==> src/rtl/phy_adapt_pkg.sv <==
`timescale 1ns/1ps
package phy_adapt_pkg;
  typedef enum logic [1:0] {
    TX_IDLE = 2'd0,
    TX_LOW  = 2'd1,
    TX_HIGH = 2'd2
  } tx_phase_e;
endpackage

==> src/rtl/phy_adapt_rst_sync.sv <==
`timescale 1ns/1ps
module phy_adapt_rst_sync #(
  parameter int STAGES = 2
) (
  input  logic clk,
  input  logic rst_n,
  output logic rst_n_sync
);
  logic [STAGES-1:0] stg_q;
  logic [STAGES-1:0] stg_d;

  always_comb begin
    stg_d = {stg_q[STAGES-2:0], 1'b1};
  end

  always_ff @(posedge clk or negedge rst_n) begin
    if (!rst_n) stg_q <= '0;
    else        stg_q <= stg_d;
  end

  assign rst_n_sync = stg_q[STAGES-1];
endmodule

==> src/rtl/phy_adapt_rx_pack.sv <==
`timescale 1ns/1ps
module phy_adapt_rx_pack #(
  parameter  int LANE_W     = 8,
  parameter  int PHY_LANES  = 2,
  localparam int HALF_W     = LANE_W * PHY_LANES,
  localparam int WORD_LANES = 2 * PHY_LANES,
  localparam int WORD_W     = LANE_W * WORD_LANES
) (
  input  logic                  clk,
  input  logic                  rst_n,
  input  logic                  in_valid,
  input  logic [HALF_W-1:0]     in_data,
  input  logic [PHY_LANES-1:0]  in_ctl,
  input  logic [PHY_LANES-1:0]  in_err,
  output logic                  out_valid,
  output logic [WORD_W-1:0]     out_data,
  output logic [WORD_LANES-1:0] out_ctl,
  output logic [WORD_LANES-1:0] out_err
);
  // pending first half
  logic                 pend_q, pend_d;
  logic [HALF_W-1:0]    low_data_q;
  logic [PHY_LANES-1:0] low_ctl_q, low_err_q;
  logic                 load_low, emit;

  // assembled word candidates
  logic [WORD_W-1:0]     word_n;
  logic [WORD_LANES-1:0] ctl_n, err_n;

  // output registers
  logic                  valid_q;
  logic [WORD_W-1:0]     data_q;
  logic [WORD_LANES-1:0] ctl_q, err_q;

  for (genvar g = 0; g < WORD_LANES; g++) begin : g_lane
    if (g < PHY_LANES) begin : g_first
      assign word_n[g*LANE_W +: LANE_W] = low_data_q[g*LANE_W +: LANE_W];
      assign ctl_n[g] = low_ctl_q[g];
      assign err_n[g] = low_err_q[g];
    end else begin : g_second
      assign word_n[g*LANE_W +: LANE_W] = in_data[(g-PHY_LANES)*LANE_W +: LANE_W];
      assign ctl_n[g] = in_ctl[g-PHY_LANES];
      assign err_n[g] = in_err[g-PHY_LANES];
    end
  end

  // A control character on lane 0 of the incoming half must start a word.
  always_comb begin
    pend_d   = pend_q;
    load_low = 1'b0;
    emit     = 1'b0;
    if (in_valid) begin
      if (!pend_q || in_ctl[0]) begin
        load_low = 1'b1;
        pend_d   = 1'b1;
      end else begin
        emit   = 1'b1;
        pend_d = 1'b0;
      end
    end
  end

  always_ff @(posedge clk or negedge rst_n) begin
    if (!rst_n) begin
      pend_q  <= 1'b0;
      valid_q <= 1'b0;
    end else begin
      pend_q  <= pend_d;
      valid_q <= emit;
    end
  end

  always_ff @(posedge clk or negedge rst_n) begin
    if (!rst_n) begin
      low_data_q <= '0;
      low_ctl_q  <= '0;
      low_err_q  <= '0;
    end else if (load_low) begin
      low_data_q <= in_data;
      low_ctl_q  <= in_ctl;
      low_err_q  <= in_err;
    end
  end

  always_ff @(posedge clk or negedge rst_n) begin
    if (!rst_n) begin
      data_q <= '0;
      ctl_q  <= '0;
      err_q  <= '0;
    end else if (emit) begin
      data_q <= word_n;
      ctl_q  <= ctl_n;
      err_q  <= err_n;
    end
  end

  assign out_valid = valid_q;
  assign out_data  = data_q;
  assign out_ctl   = ctl_q;
  assign out_err   = err_q;
endmodule

==> src/rtl/phy_adapt_tx_split.sv <==
`timescale 1ns/1ps
module phy_adapt_tx_split
  import phy_adapt_pkg::*;
#(
  parameter  int LANE_W    = 8,
  parameter  int PHY_LANES = 2,
  localparam int HALF_W    = LANE_W * PHY_LANES,
  localparam int WORD_W    = 2 * HALF_W
) (
  input  logic              clk,
  input  logic              rst_n,
  input  logic              in_valid,
  output logic              in_ready,
  input  logic [WORD_W-1:0] in_data,
  input  logic              in_ctl,
  output logic              out_valid,
  output logic [HALF_W-1:0] out_data,
  output logic              out_ctl
);
  tx_phase_e         phase_q, phase_d;
  logic [HALF_W-1:0] hi_q;
  logic [HALF_W-1:0] out_q, out_d;
  logic              ctl_q, ctl_d;
  logic              accept;

  assign in_ready = (phase_q != TX_LOW);
  assign accept   = in_valid && in_ready;

  always_comb begin
    phase_d = TX_IDLE;
    out_d   = out_q;
    ctl_d   = 1'b0;
    if (accept) begin
      phase_d = TX_LOW;
      out_d   = in_data[HALF_W-1:0];
      ctl_d   = in_ctl;
    end else if (phase_q == TX_LOW) begin
      phase_d = TX_HIGH;
      out_d   = hi_q;
    end
  end

  always_ff @(posedge clk or negedge rst_n) begin
    if (!rst_n) begin
      phase_q <= TX_IDLE;
      out_q   <= '0;
      ctl_q   <= 1'b0;
    end else begin
      phase_q <= phase_d;
      out_q   <= out_d;
      ctl_q   <= ctl_d;
    end
  end

  always_ff @(posedge clk or negedge rst_n) begin
    if (!rst_n)      hi_q <= '0;
    else if (accept) hi_q <= in_data[WORD_W-1:HALF_W];
  end

  assign out_valid = (phase_q != TX_IDLE);
  assign out_data  = out_q;
  assign out_ctl   = ctl_q;
endmodule

==> src/rtl/phy_width_adapter.sv <==
`timescale 1ns/1ps
module phy_width_adapter #(
  parameter  int LANE_W     = 8,
  parameter  int PHY_LANES  = 2,
  localparam int HALF_W     = LANE_W * PHY_LANES,
  localparam int WORD_LANES = 2 * PHY_LANES,
  localparam int WORD_W     = LANE_W * WORD_LANES
) (
  input  logic                  clk,
  input  logic                  rst_n,
  input  logic                  rx_phy_valid,
  input  logic [HALF_W-1:0]     rx_phy_data,
  input  logic [PHY_LANES-1:0]  rx_phy_ctl,
  input  logic [PHY_LANES-1:0]  rx_phy_err,
  output logic                  rx_link_valid,
  output logic [WORD_W-1:0]     rx_link_data,
  output logic [WORD_LANES-1:0] rx_link_ctl,
  output logic [WORD_LANES-1:0] rx_link_err,
  input  logic                  tx_link_valid,
  output logic                  tx_link_ready,
  input  logic [WORD_W-1:0]     tx_link_data,
  input  logic                  tx_link_ctl,
  output logic                  tx_phy_valid,
  output logic [HALF_W-1:0]     tx_phy_data,
  output logic                  tx_phy_ctl
);
  logic core_rst_n;

  phy_adapt_rst_sync #(.STAGES(2)) u_rst (
    .clk        (clk),
    .rst_n      (rst_n),
    .rst_n_sync (core_rst_n)
  );

  phy_adapt_rx_pack #(.LANE_W(LANE_W), .PHY_LANES(PHY_LANES)) u_rx (
    .clk       (clk),
    .rst_n     (core_rst_n),
    .in_valid  (rx_phy_valid),
    .in_data   (rx_phy_data),
    .in_ctl    (rx_phy_ctl),
    .in_err    (rx_phy_err),
    .out_valid (rx_link_valid),
    .out_data  (rx_link_data),
    .out_ctl   (rx_link_ctl),
    .out_err   (rx_link_err)
  );

  phy_adapt_tx_split #(.LANE_W(LANE_W), .PHY_LANES(PHY_LANES)) u_tx (
    .clk       (clk),
    .rst_n     (core_rst_n),
    .in_valid  (tx_link_valid),
    .in_ready  (tx_link_ready),
    .in_data   (tx_link_data),
    .in_ctl    (tx_link_ctl),
    .out_valid (tx_phy_valid),
    .out_data  (tx_phy_data),
    .out_ctl   (tx_phy_ctl)
  );
endmodule

==> config.mk <==
export PLATFORM = sky130hd
export DESIGN_NAME = phy_width_adapter
export DESIGN_NICKNAME = d
export VERILOG_FILES = /design/src/rtl/phy_adapt_pkg.sv /design/src/rtl/phy_adapt_rst_sync.sv /design/src/rtl/phy_adapt_rx_pack.sv /design/src/rtl/phy_adapt_tx_split.sv /design/src/rtl/phy_width_adapter.sv
export SDC_FILE = /design/constraint.sdc
export NUM_CORES = 1
export LEC_CHECK = 0
export BUFFER_PORTS_ARGS = -buffer_cell sky130_fd_sc_hd__buf_2
export CAP_MARGIN = 10
export CORE_MARGIN = 2
export CORE_UTILIZATION = 45
export CTS_BUF_LIST = sky130_fd_sc_hd__clkbuf_4 sky130_fd_sc_hd__clkbuf_8 sky130_fd_sc_hd__clkbuf_16
export CTS_CLUSTER_SIZE = 12
export DETAILED_ROUTE_END_ITERATION = 10
export GPL_ROUTABILITY_DRIVEN = 0
export GPL_TIMING_DRIVEN = 0
export PLACE_DENSITY_LB_ADDON = 0.05
export SETUP_SLACK_MARGIN = 0.05
export SLEW_MARGIN = 5
export SYNTH_ARGS = -nofsm -noshare
export SYNTH_HDL_FRONTEND = slang
export SYNTH_SLANG_ARGS = --single-unit
==> constraint.sdc <==
create_clock -name clk -period 6 [get_ports clk]
set_clock_uncertainty 0.05 [all_clocks]
set_input_delay 0.6 -clock clk [delete_from_list [all_inputs] [get_ports clk]]
set_output_delay 0.6 -clock clk [all_outputs]
set_load 0.02 [all_outputs]
==> flow_summary.yaml, run 1 <==
clock_tree:
  post-cts-setup-buffers: 0
  cts_tree: "done"
  cts-root-buf: "clkbuf_8"
  clock_sinks: 99
  ctsHoldBuffers: 1
  cts.clk_slew.worst_paths_ns: 0.09
  cts-resized-gates: 0
  cts_buffer_depth: 2
  clock_latency_ns: 0.35
  cts_buffers: 9
  htreeDepth: 3
die:
  die_w_um: 96.0
  die_h_um: 96.0
  dieArea_um2: 9210
  initial_core_util_pct: 46.3
  coreArea_um2: 8220
  io_pins: 117
  rows: 33
synthesis:
  synth_nets: 305
  yosysUniqueCellTypes: 20
  yosysWarnings: 0
  synth.avg_cell_area_um2: 15.3
  synth_area_um2: 3800
  yosys-top-cells-area: "dfrtp_1, mux2_2, mux2i_1"
  synthCells: 248
  synth-seq-area-share_pct: 65.1
  synth_top_area_share_pct: 65.1
  synth_top_area_cell: "dfrtp_1"
  ys_ff_latch: 99
pwr:
  leakage_nw: 2.33
  vdd_drop_max_v: 0.000180
  power.density_nw_per_um2: 371
route:
  drt_drc_violations_left: 0
  vias: 2333
  drt_iter0_markers: 70
  wl_per_cell_um: 14.4
  via_per_inst: 4.80
  firstDrtPassIters: 4
  drt_wl_total_um: 6990
  ant_nets: 0
sta:
  fin_crit_sh_pct: 30.5
  fin_setup_tns_ns: 0
  rsz0062_at_grt: "false"
  max_freq_mhz: 546
  finalSetupViolations: 0
  max_slew_margin_pct: 53.1
  slew_violations: 0
  tightestPinTransition_ns: 0.703
  hold_slack_ns: 0.319
  fin_crit_ns: 1.83
  hold_viol: 0
cells_and_area:
  layout-drive-gt1-share_pct: 58.5
  syn2layout_area_growth_pct: 25.5
  layout_commonest_cell: "buf_2"
  fillers: 691
  multi_input_area_um2: 1220
  seqCellArea_um2: 2480
  antennaDiodeCount: 0
  layout_common_cells: "buf_2, dfrtp_1, mux2_2, nand2_1"
  nNetsFinal: 433
worst_setup_path:
  arrival_ns: 1.18
  cp-start-kind: "flop"
  critPathRequiredTime_ns: 5.35
  cp-end-kind: "primary output"
  criticalPathCategory: "flop to primary output"
  worstPathMaxFanout: 2
placement:
  post-dp-hpwl_um: 5020
  numPortBuffers: 115
global_route:
  antenna_found_initial: 0
  grt.total_usage_pct: 16.6
  grt-ovfl-total: 0
  grt_max_degree: 56
  grt_pass1_wl_um: 11400
  grt_pass1_vias: 2407
flow_run:
  maxCapViolCount: 0
worst_hold_path:
  hp-class: "flop to flop"
outcome:
  status: "finished clean"
[critical path, stage by stage, from the launching register on]
cell and delay (ns):
dfrtp_1 0.39, or2_2 0.29, buf_2 0.16
[report_power, final]
part	internal [W]	switching (W)	leakage, nW
Combinational	0.000193	0.000239	1.04
Sequential	0.000802	0.0000665	1.17
Clock	0.000266	0.000207	0.119
Total	0.00126	0.000512	2.33
[area by class of cell]
| class | count | share of cell area, % |
|---|---|---|
| Clock buffer | 14 | 3.51 |
| Buffer | 11 | 1.94 |
| Sequential cell | 99 | 52.0 |
| Clock inverter | 2 | 1.26 |
| Multi-Input combinational cell | 134 | 25.6 |
| Inverter | 4 | 0.315 |
| Tap cell | 105 | 2.75 |
| Timing Repair Buffer | 117 | 12.7 |
[Yosys cell counts, drive strengths merged]
master and number:
or2 1, and3 1, nor2 2, mux2i 16, conb 1, a22o 1
mux2 74, nand2b 1, buf 10, o21ai 17, nand3b 1, clkbuf 1
dfrtp 99, inv 4, nand2 18, and2 1
[cells by family (layout without fill, tap and decap cells)]
family | after synthesis | in the layout | synth area share [%]
compound gates | 18 | 18 | 2.80
buf+inv | 15 | 148 | 2.83
flops | 99 | 99 | 65.1
mux | 90 | 90 | 26.1
other cells | 1 | 1 | 0.0986
simple gates | 25 | 25 | 3.06
[per-layer routing]
| layer | vias up | wire (um) | global-route usage [%] |
|---|---|---|---|
| li1 | 1116 | - | - |
| met1 | 1128 | 3040 | 20.6 |
| met2 | 77 | 3320 | 27.6 |
| met3 | 12 | 507 | 4.15 |
| met4 | 0 | 119 | 7.14 |
| met5 | - | 0 | 0 |
[metrics by stage]
| step | utilization (%) | cell area (um2) | power [W] | worst slack [ns] | instances |
|---|---|---|---|---|---|
| after global routing | 58.1 | 4770 | 0.00188 | 4.11 | 486 |
| after CTS | 58.1 | 4770 | 0.00180 | 4.14 | 486 |
| after global placement | 54.9 | 4510 | 0.00131 | 1.89 | 468 |
| final | 58.1 | 4770 | 0.00177 | 4.17 | 486 |
| after floorplan | - | 3800 | 0.00116 | 2.99 | 248 |
| after detailed placement | 55.2 | 4540 | 0.00132 | 4.10 | 469 |
[state kept, by name, summed over array words and instances, names as in the netlist]
register / cells
u_rx.out_data: 32
u_rx.low_data_q: 16
u_tx.hi_q: 16
u_tx.out_data: 16
u_rx.out_ctl: 4
u_rx.out_err: 4
u_rst.stg_q: 2
u_rx.low_ctl_q: 2
u_rx.low_err_q: 2
u_tx.phase_q: 2
u_rx.out_valid: 1
u_rx.pend_q: 1
u_tx.out_ctl: 1
[path summary, 6_finish.rpt]
path / cells past startpoint / slack (ns) / endpoint / start
max: 2 / 4.17 / tx_phy_valid / u_tx.phase_q[0]$_DFF_PN0_
max reg2reg: 4 / 4.41 / u_rx.low_data_q[13]$_DFFE_PN0P_ / u_rx.pend_q$_DFFE_PN0P_
min in group asynchronous: 0 / 0.34 / u_tx.hi_q[7]$_DFFE_PN0P_ / u_rst.stg_q[1]$_DFF_PN0_
min: 0 / 0.32 / u_rst.stg_q[1]$_DFF_PN0_ / u_rst.stg_q[0]$_DFF_PN0_
min reg2reg: 0 / 0.32 / u_rst.stg_q[1]$_DFF_PN0_ / u_rst.stg_q[0]$_DFF_PN0_
max in group asynchronous: 1 / 4.89 / u_rx.out_ctl[0]$_DFFE_PN0P_ / u_rst.stg_q[1]$_DFF_PN0_
(Power assumes the default switching activity.)
==> inputs of run 2 (changes only) <==
- clock period: 6 -> 1.6 ns (I/O delays scaled with it)
==> flow_summary.yaml, run 2 (synthesis results as in run 1) <==
global_route:
  grt-ovfl-total: 0
  grtUsageMet2_pct: 27.1
  grt_pass1_vias: 2424
  grt_util_met3_pct: 3.76
  busiest_layer: "met2"
  grt.total_usage_pct: 16.5
  antenna_found_initial: 0
  grt_max_degree: 98
  use_met1_pct: 21.1
  grt_pass1_wl_um: 11500
worst_hold_path:
  hp-class: "input port to flop"
  min_path_cells: 2
  holdPathEnd: "u_rx.out_data[16]$_DFFE_PN0P_"
  hp-start: "rx_phy_data[0]"
worst_setup_path:
  criticalPathCategory: "flop to flop"
  r2r_cells: 4
  cp_cell_sequence: "nand2b_2, nand2_4, buf_4, mux2_2"
  cp-end-kind: "flop"
  arrival_ns: 1.65
  max_stage_delay_ns: 0.38
  worstPathMaxFanout: 10
  cp-start-kind: "flop"
  r2r_end: "u_tx.hi_q[8]$_DFFE_PN0P_"
  rrSetupSlack_ns: 0.13
  slowest_stage: "dfrtp_1"
  critPathRequiredTime_ns: 1.78
  worstReg2RegStart: "u_tx.phase_q[1]$_DFF_PN0_"
die:
  die_w_um: 96.0
  dieArea_um2: 9210
  initial_core_util_pct: 46.3
  rows: 33
  io_pins: 117
  coreArea_um2: 8220
  die_h_um: 96.0
outcome:
  status: "finished clean"
sta:
  hold_slack_ns: 0.0182
  max_freq_mhz: 682
  finalSetupViolations: 0
  hold_viol: 0
  rsz0062_at_grt: "false"
  fin_crit_sh_pct: 91.6
  slew_violations: 0
  fin_setup_tns_ns: 0
  fin_crit_ns: 1.47
pwr:
  comb_power_share_pct: 25.8
  swShare_pct: 29.7
  leakage_nw: 2.49
  power.internal_w: 0.00464
  power.density_nw_per_um2: 1290
  p_sw_w: 0.00196
  vdd_drop_max_v: 0.000749
  seqPwrFrac_pct: 49.2
  clock_power_share_pct: 25.0
route:
  via_per_inst: 4.76
  firstDrtPassIters: 4
  drt_wl_total_um: 7200
  drt_iter0_markers: 65
  ant_nets: 0
  vias: 2488
  wl_per_cell_um: 13.8
  drt_drc_violations_left: 0
cells_and_area:
  layout_common_cells: "buf_2, dfrtp_1, mux2_2, dlygate4sd3_1, nand2_1"
  nNetsFinal: 470
  multi_input_area_um2: 1220
  layout-drive-gt1-share_pct: 54.1
  syn2layout_area_growth_pct: 35.0
  fillers: 700
  seqCellArea_um2: 2480
  largest_reg_flops: 32
  layout_commonest_cell: "buf_2"
  antennaDiodeCount: 0
clock_tree:
  clock_latency_ns: 0.35
  htreeDepth: 3
  cts_buffer_depth: 2
  cts_buffers: 9
  cts.clk_slew.worst_paths_ns: 0.09
  cts_tree: "done"
  cts-root-buf: "clkbuf_8"
  clock_sinks: 99
placement:
  post-dp-hpwl_um: 4950
  numPortBuffers: 115
flow_run:
  maxCapViolCount: 0
[run 2: cell types whose count changed in the layout (fill, tap and decap cells not counted), sizes merged]
cell         delta
clkinvlp        +1
clkinv          +1
buf             +2
clkbuf          -1
dlygate4sd3    +35
bufinv          -1
[run 2: how the worst max path moves through the flow]
stage | depth (start not counted) | startpoint | to
6_report | 4 | u_tx.phase_q[1]$_DFF_PN0_ | u_tx.hi_q[8]$_DFFE_PN0P_
5_1_grt | 4 | u_tx.phase_q[1]$_DFF_PN0_ | u_tx.hi_q[12]$_DFFE_PN0P_
4_1_cts | 4 | u_tx.phase_q[1]$_DFF_PN0_ | u_tx.hi_q[13]$_DFFE_PN0P_
3_5_place_dp | 4 | u_rx.pend_q$_DFFE_PN0P_ | u_rx.low_data_q[6]$_DFFE_PN0P_
3_3_place_gp | 4 | u_rx.pend_q$_DFFE_PN0P_ | u_rx.low_data_q[12]$_DFFE_PN0P_
2_1_floorplan | 4 | u_tx.phase_q[1]$_DFF_PN0_ | u_tx.hi_q[10]$_DFFE_PN0P_
[run 2: worst max-delay path, delay by kind of cell (launching register included)]
family	cells	cell delay, ns
simple gates	2	0.37
buf+inv	1	0.21
flops	1	0.38
mux	1	0.35
[run 2: stage by stage]
stage / cell area, um2 / instances / setup WS, ns / total power [W] / util, %
after floorplan: 3810 / 248 / 0.149 / 0.00435 / -
after global placement: 4520 / 468 / 0.0157 / 0.00491 / 55.0
after detailed placement: 4520 / 468 / 0.00778 / 0.00496 / 55.0
after CTS: 5100 / 522 / 0.0644 / 0.00671 / 62.1
after global routing: 5140 / 523 / 0.0629 / 0.00699 / 62.5
final: 5140 / 523 / 0.134 / 0.00661 / 62.5
[run 2: final cells by class]
cell class	count	share of cell area, %
Tap cell	105	2.56
Clock buffer	13	3.24
Inverter	4	0.292
Clock inverter	3	0.901
Sequential cell	99	48.3
Timing Repair Buffer	154	19.0
Multi-Input combinational cell	134	23.8
Buffer	11	1.83
[run 2: timing repair]
item	4_1_cts	5_1_grt
hold buffers	36	0
hold endpoints to repair	54	0
gates resized for setup	0	3
pin swaps	1	0
setup buffers	2	0
setup endpoints to repair	10	10
[run 2: power by group through the flow]
stage	Combinational [W]	Clock, W	Sequential, W
floorplan	0.000598	0	0.00375
global placement	0.00160	0	0.00331
detailed placement	0.00162	0	0.00334
CTS	0.00170	0.00172	0.00329
global route	0.00185	0.00181	0.00332
finish	0.00171	0.00165	0.00325
[run 2: layer usage]
layer,up-vias,part of all wire (%)
met5,-,0
li1,1187,-
met1,1219,44
met3,8,6.0
met2,74,49
met4,0,1.3
==> inputs of run 3 (changes only) <==
- CORE_UTILIZATION: 45 -> 35
- PLACE_DENSITY: default -> 0.69
- PLACE_DENSITY_LB_ADDON: 0.05 -> default
- RECOVER_POWER: default -> 50
==> flow_summary.yaml, run 3 (synthesis results as in run 1) <==
outcome:
  status: "finished clean"
route:
  drt_wl_total_um: 7740
  firstDrtPassIters: 4
  ant_nets: 0
  drt_drc_violations_left: 0
  drt_iter0_markers: 70
  via_per_inst: 4.50
  vias: 2509
  wl_per_cell_um: 13.9
clock_tree:
  cts-root-buf: "clkbuf_8"
  clock_sinks: 99
  cts.clk_slew.worst_paths_ns: 0.09
  cts_tree: "done"
  cts_buffer_depth: 2
  cts_buffers: 9
  htreeDepth: 3
  clock_latency_ns: 0.35
worst_setup_path:
  cp-start-kind: "flop"
  cp-end-kind: "flop"
  critPathBufInv: 1
  max_stage_delay_ns: 0.37
  criticalPathCategory: "flop to flop"
  critPathRequiredTime_ns: 1.79
  arrival_ns: 1.64
  slowest_stage: "dfrtp_1"
  critPathTopFamily: "flip-flops"
  worstPathMaxFanout: 10
  cp_cell_sequence: "nand2b_1, nand2_4, buf_4, mux2_2"
sta:
  fin_crit_sh_pct: 90.9
  slew_violations: 0
  max_slew_margin_pct: 43.7
  finalSetupViolations: 0
  tightestPinTransition_ns: 0.844
  rsz0062_at_grt: "false"
  hold_slack_ns: 0.0492
  fin_crit_ns: 1.46
  max_freq_mhz: 687
  hold_viol: 0
global_route:
  antenna_found_initial: 0
  grt_util_met3_pct: 3.98
  grt-ovfl-total: 0
  use_met1_pct: 16.5
  grtUsageMet2_pct: 23.1
  busiest_layer: "met2"
  grt_max_degree: 98
  grt_pass1_wl_um: 12200
  grt_pass1_vias: 2548
  grt.total_usage_pct: 13.7
die:
  io_pins: 117
  die_w_um: 108
  initial_core_util_pct: 35.4
  die_h_um: 108
  dieArea_um2: 11700
  rows: 38
  coreArea_um2: 10700
cells_and_area:
  layout-drive-gt1-share_pct: 47.8
  nNetsFinal: 470
  antennaDiodeCount: 0
  syn2layout_area_growth_pct: 35.2
  fin_cells: 558
  fillers: 977
  layout_common_cells: "dfrtp_1, buf_2, mux2_2, dlygate4sd3_1, clkbuf_1"
  largest_reg_flops: 32
  layout_commonest_cell: "dfrtp_1"
pwr:
  leakage_nw: 2.41
  vdd_drop_max_v: 0.000546
  power.density_nw_per_um2: 1270
placement:
  place_inst: 503
  numPortBuffers: 115
  post-dp-hpwl_um: 5450
worst_hold_path:
  hp-class: "input port to flop"
flow_run:
  maxCapViolCount: 0
[run 3: cell types whose count changed in the layout (fill, tap and decap cells not counted), moves of 2 or more]
cell      before  now
clkinv_2       0    2
inv_6          0    2
clkbuf_8      11    9
clkbuf_1       0   23
buf_4          5    3
buf_2        117   94
[run 3: path summary, 6_finish.rpt]
path | end | slack, ns | cells after the start | from
min reg2reg | u_rx.out_data[0]$_DFFE_PN0P_ | 0.33 | 0 | u_rst.stg_q[1]$_DFF_PN0_
max in group asynchronous | u_rx.out_data[13]$_DFFE_PN0P_ | 0.41 | 1 | u_rst.stg_q[1]$_DFF_PN0_
max reg2reg | u_tx.hi_q[13]$_DFFE_PN0P_ | 0.14 | 4 | u_tx.phase_q[1]$_DFF_PN0_
max | u_tx.hi_q[13]$_DFFE_PN0P_ | 0.14 | 4 | u_tx.phase_q[1]$_DFF_PN0_
min in group asynchronous | u_rst.stg_q[1]$_DFF_PN0_ | 0.06 | 2 | rst_n
min | u_rx.low_ctl_q[0]$_DFFE_PN0P_ | 0.05 | 2 | rx_phy_ctl[0]
[run 3: routing by layer]
| layer | wire length (um) | share of wire (%) |
|---|---|---|
| met5 | 0 | 0 |
| met4 | 77 | 0.99 |
| met3 | 543 | 7.0 |
| met2 | 3760 | 49 |
| met1 | 3360 | 43 |
[run 3: through the flow]
step / TNS, ns / util [%] / power [W] / setup WS [ns] / instance area, um2
6_report: 0 / 47.9 / 0.00653 / 0.145 / 5140
5_1_grt: 0 / 47.9 / 0.00694 / 0.0565 / 5140
4_1_cts: 0 / 47.9 / 0.00666 / 0.0841 / 5150
3_5_place_dp: -0.0170 / 42.4 / 0.00498 / -0.00583 / 4560
3_3_place_gp: -0.284 / 42.4 / 0.00490 / -0.0298 / 4560
2_1_floorplan: 0 / - / 0.00435 / 0.149 / 3810
[run 3: power by group]
part,switching [W],internal (W)
clock,0.000831,0.000747
combinational,0.000929,0.000756
sequential,0.000257,0.00301
[run 3: cell type report]
class                           instances  area, um2  area share [%]
Sequential cell                        99       2480            48.2
Multi-Input combinational cell        134       1220            23.7
Timing Repair Buffer                  154        965            18.8
Tap cell                              140        175            3.41
Clock buffer                           10        131            2.55
Buffer                                 11       93.8            1.82
Clock inverter                          6       65.1            1.27
Inverter                                4       15.0           0.292
[run 3: repair_timing]
item	in CTS	in global routing
gates resized for setup	0	3
hold endpoints to repair	56	0
setup endpoints to repair	10	8
setup buffers	1	0
hold buffers	37	0
pin swaps	1	0
gates cloned	0	0
